**src/rtl/pse_seq_pkg.sv**
```systemverilog
package pse_seq_pkg;

    typedef enum logic [1:0] {
        BUD_LOW  = 2'd0,
        BUD_MID  = 2'd1,
        BUD_FULL = 2'd2
    } budget_e;

    typedef enum logic [1:0] {
        LED_OFF    = 2'd0,
        LED_SLOW   = 2'd1,
        LED_STEADY = 2'd2,
        LED_FAST   = 2'd3
    } led_e;

    typedef enum logic [1:0] {
        PROBE_NONE = 2'd0,
        PROBE_LOW  = 2'd1,
        PROBE_HIGH = 2'd2
    } probe_e;

    typedef enum logic [3:0] {
        ST_OFF, ST_DET_LO1, ST_DET_HI, ST_DET_LO2, ST_DET_GAP,
        ST_CLS_A, ST_MARK, ST_CLS_B, ST_CLS_ONE,
        ST_PWRUP, ST_POWERED, ST_ERROR, ST_WAIT_OPEN, ST_DISC
    } seq_state_e;

    typedef struct packed {
        logic    endpoint;
        logic    auto_restart;
        logic    classify;
        budget_e budget;
    } port_cfg_t;

    function automatic port_cfg_t decode_cfg(input logic [3:0] code);
        port_cfg_t c;
        c.endpoint     = code[3];
        c.auto_restart = code[2];
        c.classify     = code[0];
        case (code[1:0])
            2'b01:   c.budget = BUD_LOW;
            2'b10:   c.budget = BUD_MID;
            default: c.budget = BUD_FULL;
        endcase
        return c;
    endfunction

    function automatic logic class_fits(input logic [2:0] cls, input budget_e b);
        if (cls > 3'd4) return 1'b0;
        case (b)
            BUD_FULL: return 1'b1;
            BUD_MID:  return cls <= 3'd3;
            default:  return (cls == 3'd1) || (cls == 3'd2);
        endcase
    endfunction

endpackage

```
**src/rtl/pse_cfg_latch.sv**
```systemverilog
module pse_cfg_latch
    import pse_seq_pkg::*;
(
    input  logic       clk,
    input  logic       rst,
    input  logic [3:0] mode_cfg,
    output port_cfg_t  cfg
);
    port_cfg_t cfg_q;

    always_ff @(posedge clk) begin
        if (rst) cfg_q <= decode_cfg(mode_cfg);
    end

    assign cfg = cfg_q;

    p_cfg_frozen_r13: assert property (@(posedge clk) disable iff (rst)
        !$past(rst) |-> $stable(cfg_q));
endmodule

```
**src/rtl/pse_ms_timer.sv**
```systemverilog
module pse_ms_timer #(
    parameter int TW = 12
) (
    input  logic          clk,
    input  logic          rst,
    input  logic          clr,
    input  logic          tick,
    output logic [TW-1:0] cnt
);
    always_ff @(posedge clk) begin
        if (rst || clr)                cnt <= '0;
        else if (tick && (cnt != '1))  cnt <= cnt + 1'b1;
    end

    p_cnt_from_zero_r2: assert property (@(posedge clk) disable iff (rst)
        $past(clr) |-> (cnt == '0));
endmodule

```
**src/rtl/pse_port_seq.sv**
```systemverilog
module pse_port_seq
    import pse_seq_pkg::*;
#(
    parameter int DET_LO1_MS = 20,
    parameter int DET_HI_MS  = 20,
    parameter int DET_LO2_MS = 50,
    parameter int GAP_END_MS = 310,
    parameter int GAP_MID_MS = 2110,
    parameter int CLS_MS     = 30,
    parameter int MARK_MS    = 10,
    parameter int PWRUP_MS   = 75,
    parameter int DENY_MS    = 2000,
    parameter int RESTART_MS = 2200,
    parameter int DISC_MS    = 500
) (
    input  logic       clk,
    input  logic       rst,
    input  logic [3:0] mode_cfg,
    input  logic       ms_tick,
    input  logic       sig_good,
    input  logic       open_ok,
    input  logic [2:0] class_code,
    input  logic       uv_flag,
    input  logic       ov_flag,
    input  logic       fault_pulse,
    input  logic       disc_pulse,
    output logic [1:0] probe_sel,
    output logic       cls_en,
    output logic       mark_en,
    output logic       gate_en,
    output logic [1:0] led_code
);
    localparam int LIM_SUM = DET_LO1_MS + DET_HI_MS + DET_LO2_MS + GAP_END_MS + GAP_MID_MS
                           + CLS_MS + MARK_MS + PWRUP_MS + DENY_MS + RESTART_MS + DISC_MS;
    localparam int TW = $clog2(LIM_SUM + 1);

    port_cfg_t       cfg;
    seq_state_e      st, nxt;
    logic [TW-1:0]   cnt, lim;
    logic            expired, supply_bad, err_deny, clr;

    pse_cfg_latch u_cfg (.clk(clk), .rst(rst), .mode_cfg(mode_cfg), .cfg(cfg));

    assign supply_bad = uv_flag || ov_flag;
    assign clr        = (nxt != st) || supply_bad;

    pse_ms_timer #(.TW(TW)) u_tmr (.clk(clk), .rst(rst), .clr(clr), .tick(ms_tick), .cnt(cnt));

    always_comb begin
        case (st)
            ST_DET_LO1: lim = TW'(DET_LO1_MS);
            ST_DET_HI:  lim = TW'(DET_HI_MS);
            ST_DET_LO2: lim = TW'(DET_LO2_MS);
            ST_DET_GAP: lim = cfg.endpoint ? TW'(GAP_END_MS) : TW'(GAP_MID_MS);
            ST_CLS_A, ST_CLS_B, ST_CLS_ONE: lim = TW'(CLS_MS);
            ST_MARK:    lim = TW'(MARK_MS);
            ST_PWRUP:   lim = TW'(PWRUP_MS);
            ST_ERROR:   lim = err_deny ? TW'(DENY_MS) : TW'(RESTART_MS);
            ST_DISC:    lim = TW'(DISC_MS);
            default:    lim = '0;
        endcase
    end

    assign expired = ms_tick && (cnt == (lim - TW'(1)));

    always_comb begin
        nxt = st;
        if (supply_bad) begin
            nxt = ST_ERROR;
        end else begin
            case (st)
                ST_OFF:     nxt = ST_DET_LO1;
                ST_DET_LO1: if (expired) nxt = ST_DET_HI;
                ST_DET_HI:  if (expired) nxt = ST_DET_LO2;
                ST_DET_LO2: if (expired) begin
                    if (!sig_good)                        nxt = ST_DET_GAP;
                    else if (!cfg.classify)               nxt = ST_PWRUP;
                    else if (cfg.budget == BUD_FULL)      nxt = ST_CLS_A;
                    else                                  nxt = ST_CLS_ONE;
                end
                ST_DET_GAP: if (expired) nxt = ST_DET_LO1;
                ST_CLS_A:   if (expired) nxt = ST_MARK;
                ST_MARK:    if (expired) nxt = ST_CLS_B;
                ST_CLS_B:   if (expired) nxt = (class_code == 3'd4) ? ST_PWRUP : ST_CLS_ONE;
                ST_CLS_ONE: if (expired)
                    nxt = class_fits(class_code, cfg.budget) ? ST_PWRUP : ST_ERROR;
                ST_PWRUP: begin
                    if (fault_pulse)  nxt = ST_ERROR;
                    else if (expired) nxt = ST_POWERED;
                end
                ST_POWERED: begin
                    if (fault_pulse)     nxt = ST_ERROR;
                    else if (disc_pulse) nxt = ST_DISC;
                end
                ST_ERROR: if (expired)
                    nxt = (err_deny || cfg.auto_restart) ? ST_DET_LO1 : ST_WAIT_OPEN;
                ST_WAIT_OPEN: if (open_ok) nxt = ST_DET_LO1;
                ST_DISC:    if (expired) nxt = ST_DET_LO1;
                default:    nxt = ST_OFF;
            endcase
        end
    end

    always_ff @(posedge clk) begin
        if (rst) begin
            st       <= ST_OFF;
            err_deny <= 1'b0;
        end else begin
            st <= nxt;
            if (supply_bad)
                err_deny <= 1'b0;
            else if (nxt == ST_ERROR && st != ST_ERROR)
                err_deny <= (st == ST_CLS_ONE);
        end
    end

    always_comb begin
        probe_sel = PROBE_NONE;
        cls_en    = 1'b0;
        mark_en   = 1'b0;
        gate_en   = 1'b0;
        led_code  = LED_OFF;
        case (st)
            ST_DET_LO1, ST_DET_LO2: begin probe_sel = PROBE_LOW;  led_code = LED_SLOW; end
            ST_DET_HI:              begin probe_sel = PROBE_HIGH; led_code = LED_SLOW; end
            ST_DET_GAP:             led_code = LED_SLOW;
            ST_CLS_A, ST_CLS_B, ST_CLS_ONE: begin cls_en = 1'b1; led_code = LED_SLOW; end
            ST_MARK:                begin mark_en = 1'b1; led_code = LED_SLOW; end
            ST_PWRUP, ST_POWERED:   begin gate_en = 1'b1; led_code = LED_STEADY; end
            ST_ERROR, ST_WAIT_OPEN: led_code = LED_FAST;
            default: ;
        endcase
    end

    p_supply_gate_off_r11: assert property (@(posedge clk) disable iff (rst)
        supply_bad |=> !gate_en);
    p_mark_follows_pulse_r4: assert property (@(posedge clk) disable iff (rst)
        $rose(mark_en) |-> $past(cls_en));
    p_gate_after_probe_r12: assert property (@(posedge clk) disable iff (rst)
        $rose(gate_en) |-> $past((probe_sel == PROBE_LOW) || cls_en));
    p_quiet_when_powered_r7: assert property (@(posedge clk) disable iff (rst)
        gate_en |-> (probe_sel == PROBE_NONE) && !cls_en && !mark_en);
    p_fault_drops_gate_r8: assert property (@(posedge clk) disable iff (rst)
        (fault_pulse && gate_en) |=> !gate_en);
endmodule

```
**config.mk**
```make
export PLATFORM = sky130hd
export DESIGN_NAME = pse_port_seq
export DESIGN_NICKNAME = d
export VERILOG_FILES = /design/src/rtl/pse_seq_pkg.sv /design/src/rtl/pse_cfg_latch.sv /design/src/rtl/pse_ms_timer.sv /design/src/rtl/pse_port_seq.sv
export SDC_FILE = /design/constraint.sdc
export NUM_CORES = 1
export LEC_CHECK = 0
export CAP_MARGIN = 5
export CORE_MARGIN = 2
export CORE_UTILIZATION = 40
export CTS_CLUSTER_DIAMETER = 80
export DETAILED_ROUTE_END_ITERATION = 12
export HOLD_SLACK_MARGIN = 0.08
export PLACE_DENSITY = 0.65
export SLEW_MARGIN = 20
export SYNTH_ARGS = -nofsm -noshare
export SYNTH_HDL_FRONTEND = slang
export SYNTH_SLANG_ARGS = --single-unit
```
**constraint.sdc**
```tcl
create_clock -name clk -period 9.25 [get_ports clk]
set_clock_uncertainty 0.15 [all_clocks]
set_input_delay 1.85 -clock clk [delete_from_list [all_inputs] [get_ports clk]]
set_output_delay 1.85 -clock clk [all_outputs]
set_load 0.01 [all_outputs]
```
Word-level counts from Yosys, hierarchy flattened. Cells that the tools add are included.

Flip-flop bits (word level): 23. Output and inout port bits: 7. Input port bits: 16.

$lt $le $gt $ge: 2. $add $sub $neg: 2. Reduce and logical (&&, ||, !) cells: 17. Equality and inequality tests: 25. Multiplexer cells: 41.

Operators with widths (count): 12-bit one-hot mux with 8 select lines (1); 4-bit two-way mux (19); 4-bit one-hot mux with 13 select lines (1); 4-bit equality test (second input constant) (7); 12-bit two-way mux (2); 4-bit by 3-bit equality test with 1-bit output (second input constant) (4); 13-bit by 1-bit adder with 13-bit output (second input constant) (1); 13-bit equality test (1); 1-bit two-way mux (13); 13-bit inequality test (second input constant) (1); 13-bit by 1-bit subtractor with 13-bit output (second input constant) (1); 2-bit OR reduction (6); 4-bit by 2-bit equality test with 1-bit output (second input constant) (2); 2-bit one-hot mux with 2 select lines (2); 8-bit OR reduction (1); 2-bit one-hot mux with 3 select lines (1); 1-bit logical OR (5); 2-bit by 1-bit equality test with 1-bit output (second input constant) (2); 2-bit equality test (second input constant) (2); 4-bit by 1-bit equality test with 1-bit output (second input constant) (1); 4-bit logical NOT (1); 4-bit inequality test (1); 4-bit inequality test (second input constant) (1); 3-bit by 1-bit equality test with 1-bit output (second input constant) (1); 8 further kinds (10).

Depth between registers and ports, before layout.
Word-level depth: 20. Depth in mapped cells: 21. Gate-level depth less buffers: 14.

Hierarchy. From an unflattened synthesis, not the netlist that was laid out.

Cells, all modules: 310. Area, all modules: 2312.2 um^2.

By module, submodules not included: pse_port_seq (cells each 224, area an instance 1473.9 um^2, instances 1, sequential area each 100.1 um^2); pse_ms_timer (cells each 79, area an instance 671.9 um^2, instances 1, sequential area each 260.2 um^2); pse_cfg_latch (cells each 7, area an instance 166.4 um^2, instances 1, sequential area each 150.1 um^2).

Worst setup path before layout. Ideal clock, no wire load.

Path type: input to register. From: input port ms_tick. To: register u_tmr.cnt[10]. Stages on the path: 10. Arrival time: 3.910 ns. Library setup time: 0.089 ns. Required time: 9.011 ns. Path slack: 5.101 ns. Path through: o311ai_0 -> a311oi_2 -> o31ai_1 -> nor4b_4 -> nand3_1 -> o31ai_2 -> nand4_2 -> xnor2_2 -> buf_6 -> nor4_2.

Word-level cells in the longest chain between the ends: 8. Elaborated cells between the ends (all ways): 18.

RTL lines: start: declaration (line pse_port_seq.sv:19) `input logic ms_tick,`; 1-bit logical AND (line pse_port_seq.sv:64) `assign expired = ms_tick && (cnt == (lim - TW'(1)));`; 4-bit two-way mux (line pse_port_seq.sv:89) `else if (expired) nxt = ST_POWERED;`; 4-bit two-way mux (line pse_port_seq.sv:88) `if (fault_pulse) nxt = ST_ERROR;`; 4-bit one-hot mux with 13 select lines (line pse_port_seq.sv:71) `case (st)`; 4-bit two-way mux (line pse_port_seq.sv:68) `if (supply_bad) begin`; 4-bit inequality test (line pse_port_seq.sv:45) `assign clr = (nxt != st) || supply_bad;`; 1-bit logical OR (line pse_port_seq.sv:45); 1-bit logical OR (line pse_ms_timer.sv:11) `if (rst || clr) cnt <= '0;`; end signal: assignment (line pse_ms_timer.sv:12) `else if (tick && (cnt != '1)) cnt <= cnt + 1'b1;`; end: declaration (line pse_ms_timer.sv:8) `output logic [TW-1:0] cnt`.

Several ways; a longest one is shown, not always the timed one. A chain may end at the register's enable or synchronous reset.

Worst setup path in the final report.
From: input port ms_tick. To: register u_tmr.cnt[2].

The elaborated chain is that of the path after synthesis.

==> flow_summary.ini <==
[status]
status = finished clean

[clock_network]
cts_setup_buffers = 0
ctsResizeCount = 0
clkTransAtPathRegs_ps = 80
clock-root-buffer = clkbuf_8
clock_latency_ps = 260
cts_buffers = 3
clock-sinks = 23
cts_hold_buf = 0
cts_tree = built
cts_max_path_buffers = 2
htree_levels = 1

[pwr]
powerDensity_nw_per_um2 = 98.29
internal-power_uw = 174.5
pwr-share-seq_pct = 40.8
p_comb_share_pct = 35.8
p_sw_uw = 89.21
leakage_uw = 0.0008662
pwr-share-clk_pct = 23.4
switching_share_pct = 33.83
max-vdd-ir-drop_uv = 56.47

[timing]
fin_crit_ps = 4970
final_max_slew_viol_count = 0
worst_slack_ps = 4280
timing_hold_violations_final = 0
max_freq_ghz = 0.2012
period_share_pct = 53.73
setup_viol = 0
slew_headroom_pct = 41.19
tightest_slew_ps = 877.8
rsz0062_at_grt = no
fin_setup_tns_ps = 0

[worst_setup_path]
critPathRequiredTime_ps = 9210
ff2ff_path_depth = 14
path_max_fanout = 13
crit_chain = clkdlybuf4s50_1 -> o311ai_0 -> a311oi_2 -> o31ai_1 -> nor4b_4 -> nand3_1 -> o31ai_2 -> nand4_2 -> xnor2_2 -> nor4_1
cp.depth = 10
cp_top_family = simple AND/OR/NAND/NOR gates
arrival_ps = 4930
end_kind = flip-flop
cpMaxStageDelayCell = xnor2_2
worstSetupPathType = input port to flip-flop
max_stage_delay_ps = 710
path_buf_inv = 1
start_kind = input port

[floorplanning]
io_pins = 23
start_util_pct = 41.28
die_y_um = 81.94
die_x_um = 81.94
row_count = 28
dieArea_sq_um = 6714
coreArea_sq_um = 5886

[synth]
yosys_warnings = 0
synth-async-reset-ratio_pct = 0
synthXorXnorAreaFrac_pct = 9.578
ys_seq_elements = 23
synth_edf_count = 5
synth_fa_ha_area_share_pct = 2.575
syn-instance-count = 319
netlist_area_sq_um = 2430
syn_avg_cell_area_sq_um = 7.617
syn_nets = 340
synth_top_family_by_area = simple AND/OR/NAND/NOR gates
ys.flop_type = dfxtp_1
synth.distinct_cells = 65
ys_seq_area_share_pct = 21.01
synth_compound_area_share_pct = 24.92
synth.mux.area_fraction_pct = 1.236
yosys.area_share.simple_pct = 32.90

[drt]
routed_wl_mm = 6.443
drc = 0
final_antenna_net_count = 0
dr.pass1.iters = 5
drt_iter0_markers = 340
vias_per_cell = 6.023
wl_per_cell_um = 16.27
vias = 2385

[global_route]
grt_pass1_wl_mm = 10.66
grtUsageTotal_pct = 20.47
grt-ovfl-total = 0
antenna_found_initial = 0
grt_max_degree = 48
grt_pass1_vias = 2114

[worst_hold_path]
whs_path_depth = 2
hp-class = flip-flop to flip-flop

[flow_run]
drv_cap = 0

[placement]
preCtsSetupSlack_ps = 4008
dp_hpwl_mm = 4.614
port-buffer-count = 22
place_area_sq_um = 2638
gp_congestion = 0.9351

[cells_and_area]
drive_gt1_share_pct = 9.346
postLayoutCoreUtil_pct = 45.58
final_cell_mix = 28 x nand2_1, 24 x o21ai_0, 23 x nor2_1
final_net_count = 343
final_common_cell = nand2_1
antenna_cells = 0
final_area_sq_um = 2683
syn_to_final_growth_pct = 10.40
==> Yosys cell counts, drive strengths merged, types with 4 or more instances <==
master   n  area [sq um]
o211ai   8         60.06
nor2b    8         50.05
xnor2   13         121.4
nor2    23         86.33
clkbuf  13         48.80
nand2   28         105.1
nor3     8         40.04
a21oi   19         95.09
and3     4         25.02
xor2    10         87.58
edfxtp   5         150.1
dfxtp   18         360.4
nand3   11         55.05
inv     12         45.04
a31oi    5         31.28
ha       5         62.56
o221ai   4         35.03
buf     16         95.09
o21ai   25         125.1
nor4    16         168.9
nand2b   8         50.05
nand4    7         50.05
==> state kept, by name, summed over array words and instances (netlist names) <==
| name | flops |
|---|---|
| st | 4 |
| err_deny | 1 |
| u_tmr.cnt | 13 |
| u_cfg.cfg | 5 |
==> stage by stage <==
stage	power, uW	std cells	hold WS [ps]
finish	263.7	396	442.8
global placement	202.8	392	437.7
floorplan	178.1	319	387.9
global route	281.2	396	469.4
detailed placement	203.2	392	427.0
CTS	265.3	396	444.4
==> cell families after synthesis <==
logic type,count (synthesis)
xor+xnor,24
flops,23
compound gates,91
mux,3
simple gates,132
buf+inv,41
fa+ha+maj,5
==> cell type report <==
type	count	area [sq um]
Clock buffer	4	45.04
Timing Repair Buffer	27	257.7
Inverter	12	45.04
Tap cell	75	93.84
Multi-Input combinational cell	255	1730
Sequential cell	23	510.5
Fill cell	614	3203
==> worst register-to-register path, stage by stage, from the launching register on <==
cell      delay (ps)
dfxtp_1          310
buf_4            380
and4bb_2         350
inv_1             70
ha_1             600
nor2b_1          210
o311ai_0         140
a311oi_2         270
o31ai_1          150
nor4b_4          410
nand3_1          280
o31ai_2          300
nand4_2          170
xnor2_2          710
nor4_1           150
==> power groups by stage <==
stage | Sequential, uW | Clock (uW) | Combinational, uW
2_1_floorplan | 110 | 0 | 68.4
3_3_place_gp | 110 | 0 | 92.9
3_5_place_dp | 110 | 0 | 93.1
4_1_cts | 108 | 64.0 | 93.6
5_1_grt | 108 | 69.1 | 104
6_report | 108 | 61.6 | 94.4
==> path summary, 6_finish.rpt <==
kind	startpoint	endpoint	slack [ps]
setup / recovery	ms_tick	u_tmr.cnt[2]$_SDFFE_PP0P_	4280
hold / removal	u_tmr.cnt[1]$_SDFFE_PP0P_	u_tmr.cnt[1]$_SDFFE_PP0P_	440
setup reg to reg	st[1]$_SDFF_PP0_	u_tmr.cnt[2]$_SDFFE_PP0P_	4470
hold reg to reg	u_tmr.cnt[1]$_SDFFE_PP0P_	u_tmr.cnt[1]$_SDFFE_PP0P_	440
==> per-layer routing <==
metal,vias to the layer above,part of all wire [%],global-route usage (%)
met5,-,0,0
met2,86,45,31.06
met4,0,1.6,5.667
li1,1186,-,-
met3,9,5.5,2.527
met1,1104,48,30.26
(Power assumes the default switching activity.)
